<file path="src/rtl/mdio_pkg.sv">
package mdio_pkg;

  localparam int PHY_W     = 5;
  localparam int REG_W     = 5;
  localparam int DATA_W    = 16;
  localparam int WORD_W    = 32;
  localparam int PRE_LEN   = 32;
  localparam int POST_LEN  = 32;
  localparam int RD_HDR    = 14;
  localparam int TA_LEN    = 1;
  localparam int BCNT_W    = 6;

  typedef enum logic [2:0] {
    PH_IDLE,
    PH_PRE,
    PH_CMD,
    PH_TURN,
    PH_DATA,
    PH_POST
  } mdio_phase_e;

  // Command word, transmitted MSB first: unused 0, start 1, read flag,
  // write flag, address, register, turnaround 1 0, write data.
  function automatic logic [WORD_W-1:0] mdio_word(
    input logic              rd,
    input logic [PHY_W-1:0]  phy,
    input logic [REG_W-1:0]  rnum,
    input logic [DATA_W-1:0] wd
  );
    mdio_word = {1'b0, 1'b1, rd, ~rd, phy, rnum, 2'b10, wd};
  endfunction

endpackage

</file>
<file path="src/rtl/mdio_clkgen.sv">
module mdio_clkgen #(
  parameter int DIV = 40
) (
  input  logic clk,
  input  logic rst_n,
  input  logic run,
  output logic mdc,
  output logic rise,
  output logic fall
);
  localparam int CW = (DIV > 2) ? $clog2(DIV) : 2;
  localparam logic [CW-1:0] LAST = CW'(DIV - 1);

  logic [CW-1:0] cnt_q, cnt_d;
  logic          half_q, half_d;
  logic          wrap;

  assign wrap = run && (cnt_q == LAST);
  assign rise = wrap && !half_q;
  assign fall = wrap && half_q;
  assign mdc  = half_q;

  always_comb begin
    cnt_d  = cnt_q;
    half_d = half_q;
    if (!run) begin
      cnt_d  = '0;
      half_d = 1'b0;
    end else if (wrap) begin
      cnt_d  = '0;
      half_d = ~half_q;
    end else begin
      cnt_d  = cnt_q + 1'b1;
    end
  end

  always_ff @(posedge clk or negedge rst_n) begin
    if (!rst_n) begin
      cnt_q  <= '0;
      half_q <= 1'b0;
    end else begin
      cnt_q  <= cnt_d;
      half_q <= half_d;
    end
  end

  AST_PHASE_CNT_RANGE: assert property (@(posedge clk) disable iff (!rst_n)
    cnt_q <= LAST);

  AST_STOP_CLK_LOW: assert property (@(posedge clk) disable iff (!rst_n)
    !run |=> !mdc);

endmodule

</file>
<file path="src/rtl/mdio_sync.sv">
module mdio_sync (
  input  logic clk,
  input  logic rst_n,
  input  logic din,
  output logic dout
);
  logic ff1_q, ff2_q;

  always_ff @(posedge clk or negedge rst_n) begin
    if (!rst_n) begin
      ff1_q <= 1'b1;
      ff2_q <= 1'b1;
    end else begin
      ff1_q <= din;
      ff2_q <= ff1_q;
    end
  end

  assign dout = ff2_q;

endmodule

</file>
<file path="src/rtl/mdio_seq.sv">
module mdio_seq
  import mdio_pkg::*;
(
  input  logic              clk,
  input  logic              rst_n,
  input  logic              req_valid,
  input  logic              req_read,
  input  logic [PHY_W-1:0]  req_phy,
  input  logic [REG_W-1:0]  req_reg,
  input  logic [DATA_W-1:0] req_wdata,
  output logic              req_ready,
  input  logic              rise,
  input  logic              fall,
  input  logic              din_sync,
  output logic              run,
  output logic              dout,
  output logic              oe,
  output logic [DATA_W-1:0] rdata,
  output logic              done
);
  mdio_phase_e        ph_q, ph_d;
  logic [BCNT_W-1:0]  bcnt_q, bcnt_d;
  logic [BCNT_W-1:0]  span;
  logic [WORD_W-1:0]  sh_q, sh_d;
  logic [DATA_W-1:0]  cap_q, cap_d;
  logic [DATA_W-1:0]  rdata_q, rdata_d;
  logic               rd_q, rd_d;
  logic               dout_q, dout_d;
  logic               oe_q, oe_d;
  logic               done_q, done_d;
  logic               last;

  always_comb begin
    case (ph_q)
      PH_PRE:  span = BCNT_W'(PRE_LEN);
      PH_CMD:  span = rd_q ? BCNT_W'(RD_HDR) : BCNT_W'(WORD_W);
      PH_TURN: span = BCNT_W'(TA_LEN);
      PH_DATA: span = BCNT_W'(DATA_W);
      default: span = BCNT_W'(POST_LEN);
    endcase
  end

  assign last = (bcnt_q == span - 1'b1);

  always_comb begin
    ph_d    = ph_q;
    bcnt_d  = bcnt_q;
    sh_d    = sh_q;
    cap_d   = cap_q;
    rdata_d = rdata_q;
    rd_d    = rd_q;
    dout_d  = dout_q;
    oe_d    = oe_q;
    done_d  = 1'b0;

    if (ph_q == PH_IDLE) begin
      if (req_valid) begin
        ph_d   = PH_PRE;
        bcnt_d = '0;
        sh_d   = mdio_word(req_read, req_phy, req_reg, req_wdata);
        rd_d   = req_read;
        dout_d = 1'b1;
        oe_d   = 1'b1;
      end
    end else begin
      if (rise && ph_q == PH_DATA) begin
        cap_d = {cap_q[DATA_W-2:0], din_sync};
      end
      if (fall) begin
        bcnt_d = last ? '0 : bcnt_q + 1'b1;
        case (ph_q)
          PH_PRE: begin
            if (last) begin
              ph_d   = PH_CMD;
              dout_d = sh_q[WORD_W-1];
              sh_d   = {sh_q[WORD_W-2:0], 1'b0};
            end
          end
          PH_CMD: begin
            if (!last) begin
              dout_d = sh_q[WORD_W-1];
              sh_d   = {sh_q[WORD_W-2:0], 1'b0};
            end else if (rd_q) begin
              ph_d = PH_TURN;
              oe_d = 1'b0;
            end else begin
              ph_d   = PH_POST;
              dout_d = 1'b1;
            end
          end
          PH_TURN: begin
            if (last) ph_d = PH_DATA;
          end
          PH_DATA: begin
            if (last) begin
              ph_d    = PH_POST;
              oe_d    = 1'b1;
              dout_d  = 1'b1;
              rdata_d = cap_q;
            end
          end
          default: begin
            if (last) begin
              ph_d   = PH_IDLE;
              done_d = 1'b1;
            end
          end
        endcase
      end
    end
  end

  always_ff @(posedge clk or negedge rst_n) begin
    if (!rst_n) begin
      ph_q    <= PH_IDLE;
      bcnt_q  <= '0;
      sh_q    <= '0;
      cap_q   <= '0;
      rdata_q <= '0;
      rd_q    <= 1'b0;
      dout_q  <= 1'b1;
      oe_q    <= 1'b1;
      done_q  <= 1'b0;
    end else begin
      ph_q    <= ph_d;
      bcnt_q  <= bcnt_d;
      sh_q    <= sh_d;
      cap_q   <= cap_d;
      rdata_q <= rdata_d;
      rd_q    <= rd_d;
      dout_q  <= dout_d;
      oe_q    <= oe_d;
      done_q  <= done_d;
    end
  end

  assign req_ready = (ph_q == PH_IDLE);
  assign run       = (ph_q != PH_IDLE);
  assign dout      = dout_q;
  assign oe        = oe_q;
  assign rdata     = rdata_q;
  assign done      = done_q;

  AST_ACCEPT_DROPS_READY: assert property (@(posedge clk) disable iff (!rst_n)
    req_valid && req_ready |=> !req_ready);

  AST_DONE_SINGLE: assert property (@(posedge clk) disable iff (!rst_n)
    done |=> !done);

  AST_RELEASE_ONLY_READ: assert property (@(posedge clk) disable iff (!rst_n)
    !oe |-> rd_q);

  AST_WRITE_KEEPS_RDATA: assert property (@(posedge clk) disable iff (!rst_n)
    run && !rd_q |=> $stable(rdata));

endmodule

</file>
<file path="src/rtl/mdio_master.sv">
module mdio_master
  import mdio_pkg::*;
#(
  parameter int DIV = 40
) (
  input  logic        clk,
  input  logic        rst_n,
  input  logic        req_valid,
  output logic        req_ready,
  input  logic        req_read,
  input  logic [4:0]  req_phy,
  input  logic [4:0]  req_reg,
  input  logic [15:0] req_wdata,
  output logic        rsp_done,
  output logic [15:0] rsp_rdata,
  output logic        mdc,
  output logic        mdio_o,
  output logic        mdio_oe,
  input  logic        mdio_i
);
  logic run, rise, fall, din_sync;

  mdio_clkgen #(.DIV(DIV)) u_clk (
    .clk   (clk),
    .rst_n (rst_n),
    .run   (run),
    .mdc   (mdc),
    .rise  (rise),
    .fall  (fall)
  );

  mdio_sync u_sync (
    .clk   (clk),
    .rst_n (rst_n),
    .din   (mdio_i),
    .dout  (din_sync)
  );

  mdio_seq u_seq (
    .clk       (clk),
    .rst_n     (rst_n),
    .req_valid (req_valid),
    .req_read  (req_read),
    .req_phy   (req_phy),
    .req_reg   (req_reg),
    .req_wdata (req_wdata),
    .req_ready (req_ready),
    .rise      (rise),
    .fall      (fall),
    .din_sync  (din_sync),
    .run       (run),
    .dout      (mdio_o),
    .oe        (mdio_oe),
    .rdata     (rsp_rdata),
    .done      (rsp_done)
  );

  AST_HOLD_WHILE_HIGH: assert property (@(posedge clk) disable iff (!rst_n)
    mdc |-> $stable(mdio_o) && $stable(mdio_oe));

  AST_IDLE_LINE: assert property (@(posedge clk) disable iff (!rst_n)
    req_ready |-> !mdc && mdio_oe && mdio_o);

  AST_DONE_WITH_READY: assert property (@(posedge clk) disable iff (!rst_n)
    rsp_done |-> req_ready);

endmodule

</file>
<file path="config.mk">
export PLATFORM = sky130hd
export DESIGN_NAME = mdio_master
export DESIGN_NICKNAME = d
export VERILOG_FILES = /design/src/rtl/mdio_pkg.sv /design/src/rtl/mdio_clkgen.sv /design/src/rtl/mdio_sync.sv /design/src/rtl/mdio_seq.sv /design/src/rtl/mdio_master.sv
export SDC_FILE = /design/constraint.sdc
export NUM_CORES = 1
export LEC_CHECK = 0
export ABC_CLOCK_PERIOD_IN_PS = 6000
export BUFFER_PORTS_ARGS = -buffer_cell sky130_fd_sc_hd__buf_2
export CORE_ASPECT_RATIO = 1.4
export CORE_MARGIN = 5
export CORE_UTILIZATION = 48
export CTS_CLUSTER_DIAMETER = 80
export CTS_CLUSTER_SIZE = 14
export DETAILED_ROUTE_END_ITERATION = 16
export PLACE_DENSITY = 0.68
export SKIP_LAST_GASP = 1
export SLEW_MARGIN = 25
export SYNTH_ARGS = -nofsm -noshare
export SYNTH_HDL_FRONTEND = slang
export SYNTH_HIERARCHICAL = 1
export SYNTH_SLANG_ARGS = --single-unit
</file>
<file path="constraint.sdc">
create_clock -name clk -period 6 [get_ports clk]
set_clock_uncertainty 0.15 [all_clocks]
set_input_delay 0.3 -clock clk [delete_from_list [all_inputs] [get_ports clk]]
set_output_delay 0.3 -clock clk [all_outputs]
set_load 0.05 [all_outputs]
</file>
==> results.tsv <==
stage	metric	value	unit
grt	grt_util_all_layers	0.156	
placed_design	port_buffers	51	
pwr	internal-power	1.32	mW
synthesis	syn_nets	385	
job	drv_cap	0	
cts	cts_made_buffers	9	
cts	cts_root_buffer	clkbuf_16	
setup_path	startpoint	u_seq/ph_q[2]	
cts	cts_sinks	86	
outcome	status	completed	
finish	final_nets	435	
synthesis	yosysTopAreaCellShare	0.501	
routing	routedWlPerCell	14.2	um
routing	drt_iter0_markers	162	
synthesis	ys_warn_count	6	
pwr	swShare	0.305	
synthesis	ys_ff_latch	86	
pwr	p_comb_frac	0.289	
sta	maxSlewHeadroom	0.448	
setup_path	r2r_slack	2.65	ns
sta	rsz0062_at_grt	false	
min_path	min_from	req_wdata[0]	
grt	grt_pass1_wl	12.8	mm
sta	slew_violations	0	
routing	vias	2652	
synthesis	avgSynthCellArea	11.7	um^2
grt	grt_max_degree	47	
setup_path	ff2ff_path_depth	9	
sta	setup_tns	0	ns
finish	nFillCells	748	
setup_path	r2r-end	u_seq/sh_q[1]	
grt	grt.overflow.total	0	
sta	worstMarginPinSlew	0.828	ns
cts	cts_buffer_depth	2	
pwr	p_clk_frac	0.295	
routing	wl	7.25	mm
die	core-area	0.00846	mm^2
die	ios	52	
min_path	min_path_cells	3	
finish	synthToLayoutAreaGrowth	16.1	%
sta	clock.fmax	0.299	GHz
cts	clk_pin_slew	0.06	ns
grt	antenna_found_initial	0	
routing	detail_route.vias_per_cell	5.20	
synthesis	ys_types	49	
synthesis	yosysTopAreaCell	dfrtp_1	
setup_path	path_max_fanout	32	
die	die_w	88.1	um
die	rows	40	
placed_design	dp_cells	492	
finish	instances_no_fill	510	
routing	postRouteAntennaNets	0	
setup_path	worstPathRequired	6.08	ns
placed_design	place_congestion	0.845	
setup_path	endpoint_kind	flip-flop	
placed_design	hpwl	4.96	mm
sta	post-route-period-util	0.558	
finish	antenna_cells	0	
routing	drtPass1Iterations	4	
pwr	p_per_area	399	mW/mm^2
pwr	vdd_drop_max	0.273	mV
cts	clk_latency	0.34	ns
grt	grt_pass1_vias	2739	
synthesis	synth_edf_count	0	
synthesis	synth.top_cells.by_count	90 x nand2_1, 82 x dfrtp_1, 37 x mux2_2	
synthesis	yosysMostFrequentCell	nand2_1	
die	die_h	119	um
sta	hold_violations	0	
setup_path	r2r_start	u_seq/ph_q[2]	
setup_path	worstPathArrival	3.43	ns
pwr	pwr-share-seq	0.416	
synthesis	syn_area	0.00410	mm^2
die	dieArea	0.0105	mm^2
cts	h-tree-depth	3	
cts	cts_setup_buffers	0	
pwr	power	1.90	mW
synthesis	synthArstFlopShare	1.00	
cts	cts_tree	done	
min_path	hp-class	input port to flip-flop	
setup_path	cp-start-kind	flip-flop	
sta	setup_violations	0	
synthesis	netlist_top_cells_area	dfrtp_1 50%, mux2_2 10%, mux2_4 9.5%	
pwr	cellLeakagePower	2.50	nW
setup_path	crit_type	flip-flop to flip-flop	
die	initial_core_util	0.484	
finish	drive_gt1_frac	0.370	
finish	final_core_utilization	0.562	
sta	min_period	3.35	ns
routing	drc_errors	0	
synthesis	syn_inst	350	
min_path	holdPathEnd	u_seq/sh_q[0]	
synthesis	synth_flop_cell	dfrtp_1	
pwr	p_switching	580	uW
synthesis	yosysSeqAreaShare	0.527	
[what timing repair did]
item,in CTS,in global routing
hold buffers,2,0
resized for setup,0,0
hold endpoints to repair,39,0
[cells in the final DEF, fill, tap and decap left out, drive strengths merged, types with 5 or more instances in the layout]
cell type	netlist	layout
nand2	90	90
dfrtp	82	82
mux2	63	63
buf	6	54
nor2	12	12
clkbuf	11	12
o21ai	8	8
inv	7	8
xor2	7	7
nand3	6	6
xnor2	5	5
and2	5	5
[worst max-delay path by stage]
| stage | to | cells past startpoint | slack, ns |
|---|---|---|---|
| after floorplan | u_seq/rdata[10] | 10 | 3.10 |
| after global placement | u_seq/sh_q[2] | 9 | 2.74 |
| after detailed placement | u_seq/sh_q[1] | 9 | 2.66 |
| after CTS | u_seq/sh_q[1] | 9 | 2.65 |
| after global routing | u_seq/sh_q[2] | 9 | 2.40 |
| final | u_seq/sh_q[1] | 9 | 2.65 |
[power by group through the flow]
stage / registers, mW / logic (mW) / clock network, mW
after floorplan: 0.777 / 0.465 / 0
after global placement: 0.790 / 0.541 / 0
after detailed placement: 0.795 / 0.559 / 0
after CTS: 0.791 / 0.561 / 0.574
after global routing: 0.806 / 0.616 / 0.605
final: 0.790 / 0.550 / 0.560
[worst max-delay path: stages (launching register included)]
cell and delay (ns):
dfrtp_1 0.57, nor2_1 0.13, nand3_1 0.17, ha_1 0.18, or3b_4 0.39, a211oi_4 0.38, a41oi_1 0.23, o211ai_4 0.13
buf_4 0.50, mux2_2 0.39
[sequential cells by signal, summed over array words and instances (netlist names)]
register / flops
u_seq/oe: 1
u_seq/cap_q: 16
u_sync/dout: 1
u_seq/dout: 1
u_seq/sh_q: 32
u_clk/mdc: 1
u_clk/cnt_q: 6
u_seq/rdata: 16
u_seq/bcnt_q: 6
u_seq/done: 1
u_sync/ff1_q: 1
u_seq/rd_q: 1
u_seq/ph_q: 3
[cell families (layout without fill, tap and decap cells)]
logic type	count (synthesis)	count (layout)	share of synthesized area
simple gates	130	130	0.146
buf+inv	24	79	0.0290
xor+xnor	12	12	0.0275
flops	86	86	0.527
compound gates	27	27	0.0522
fa+ha+maj	4	4	0.0122
mux	67	67	0.207
[layer usage]
| metal | vias to the layer above | part of all wire | global-route usage |
|---|---|---|---|
| met4 | 0 | 0.023 | 0.0652 |
| met2 | 53 | 0.49 | 0.247 |
| li1 | 1286 | - | - |
| met1 | 1302 | 0.44 | 0.192 |
| met5 | - | 0 | 0 |
| met3 | 11 | 0.055 | 0.0547 |
[cell type report]
cell class / count / area (um^2) / share of cell area
Sequential cell: 86 / 2160 / 0.453
Multi-Input combinational cell: 240 / 1820 / 0.383
Timing Repair Buffer: 56 / 320 / 0.0673
Clock buffer: 12 / 246 / 0.0518
Tap cell: 105 / 131 / 0.0276
Clock inverter: 4 / 55.1 / 0.0116
Inverter: 7 / 26.3 / 0.00552
[per-stage QoR]
stage	cell area (um^2)	setup slack (ns)	hold WS, ns
after CTS	4760	2.65	0.0377
final	4760	2.65	0.0493
after global routing	4760	2.40	0.0580
after floorplan	4100	3.10	-0.146
after global placement	4410	2.74	0.201
after detailed placement	4440	2.66	0.181
(Power assumes the default switching activity.)
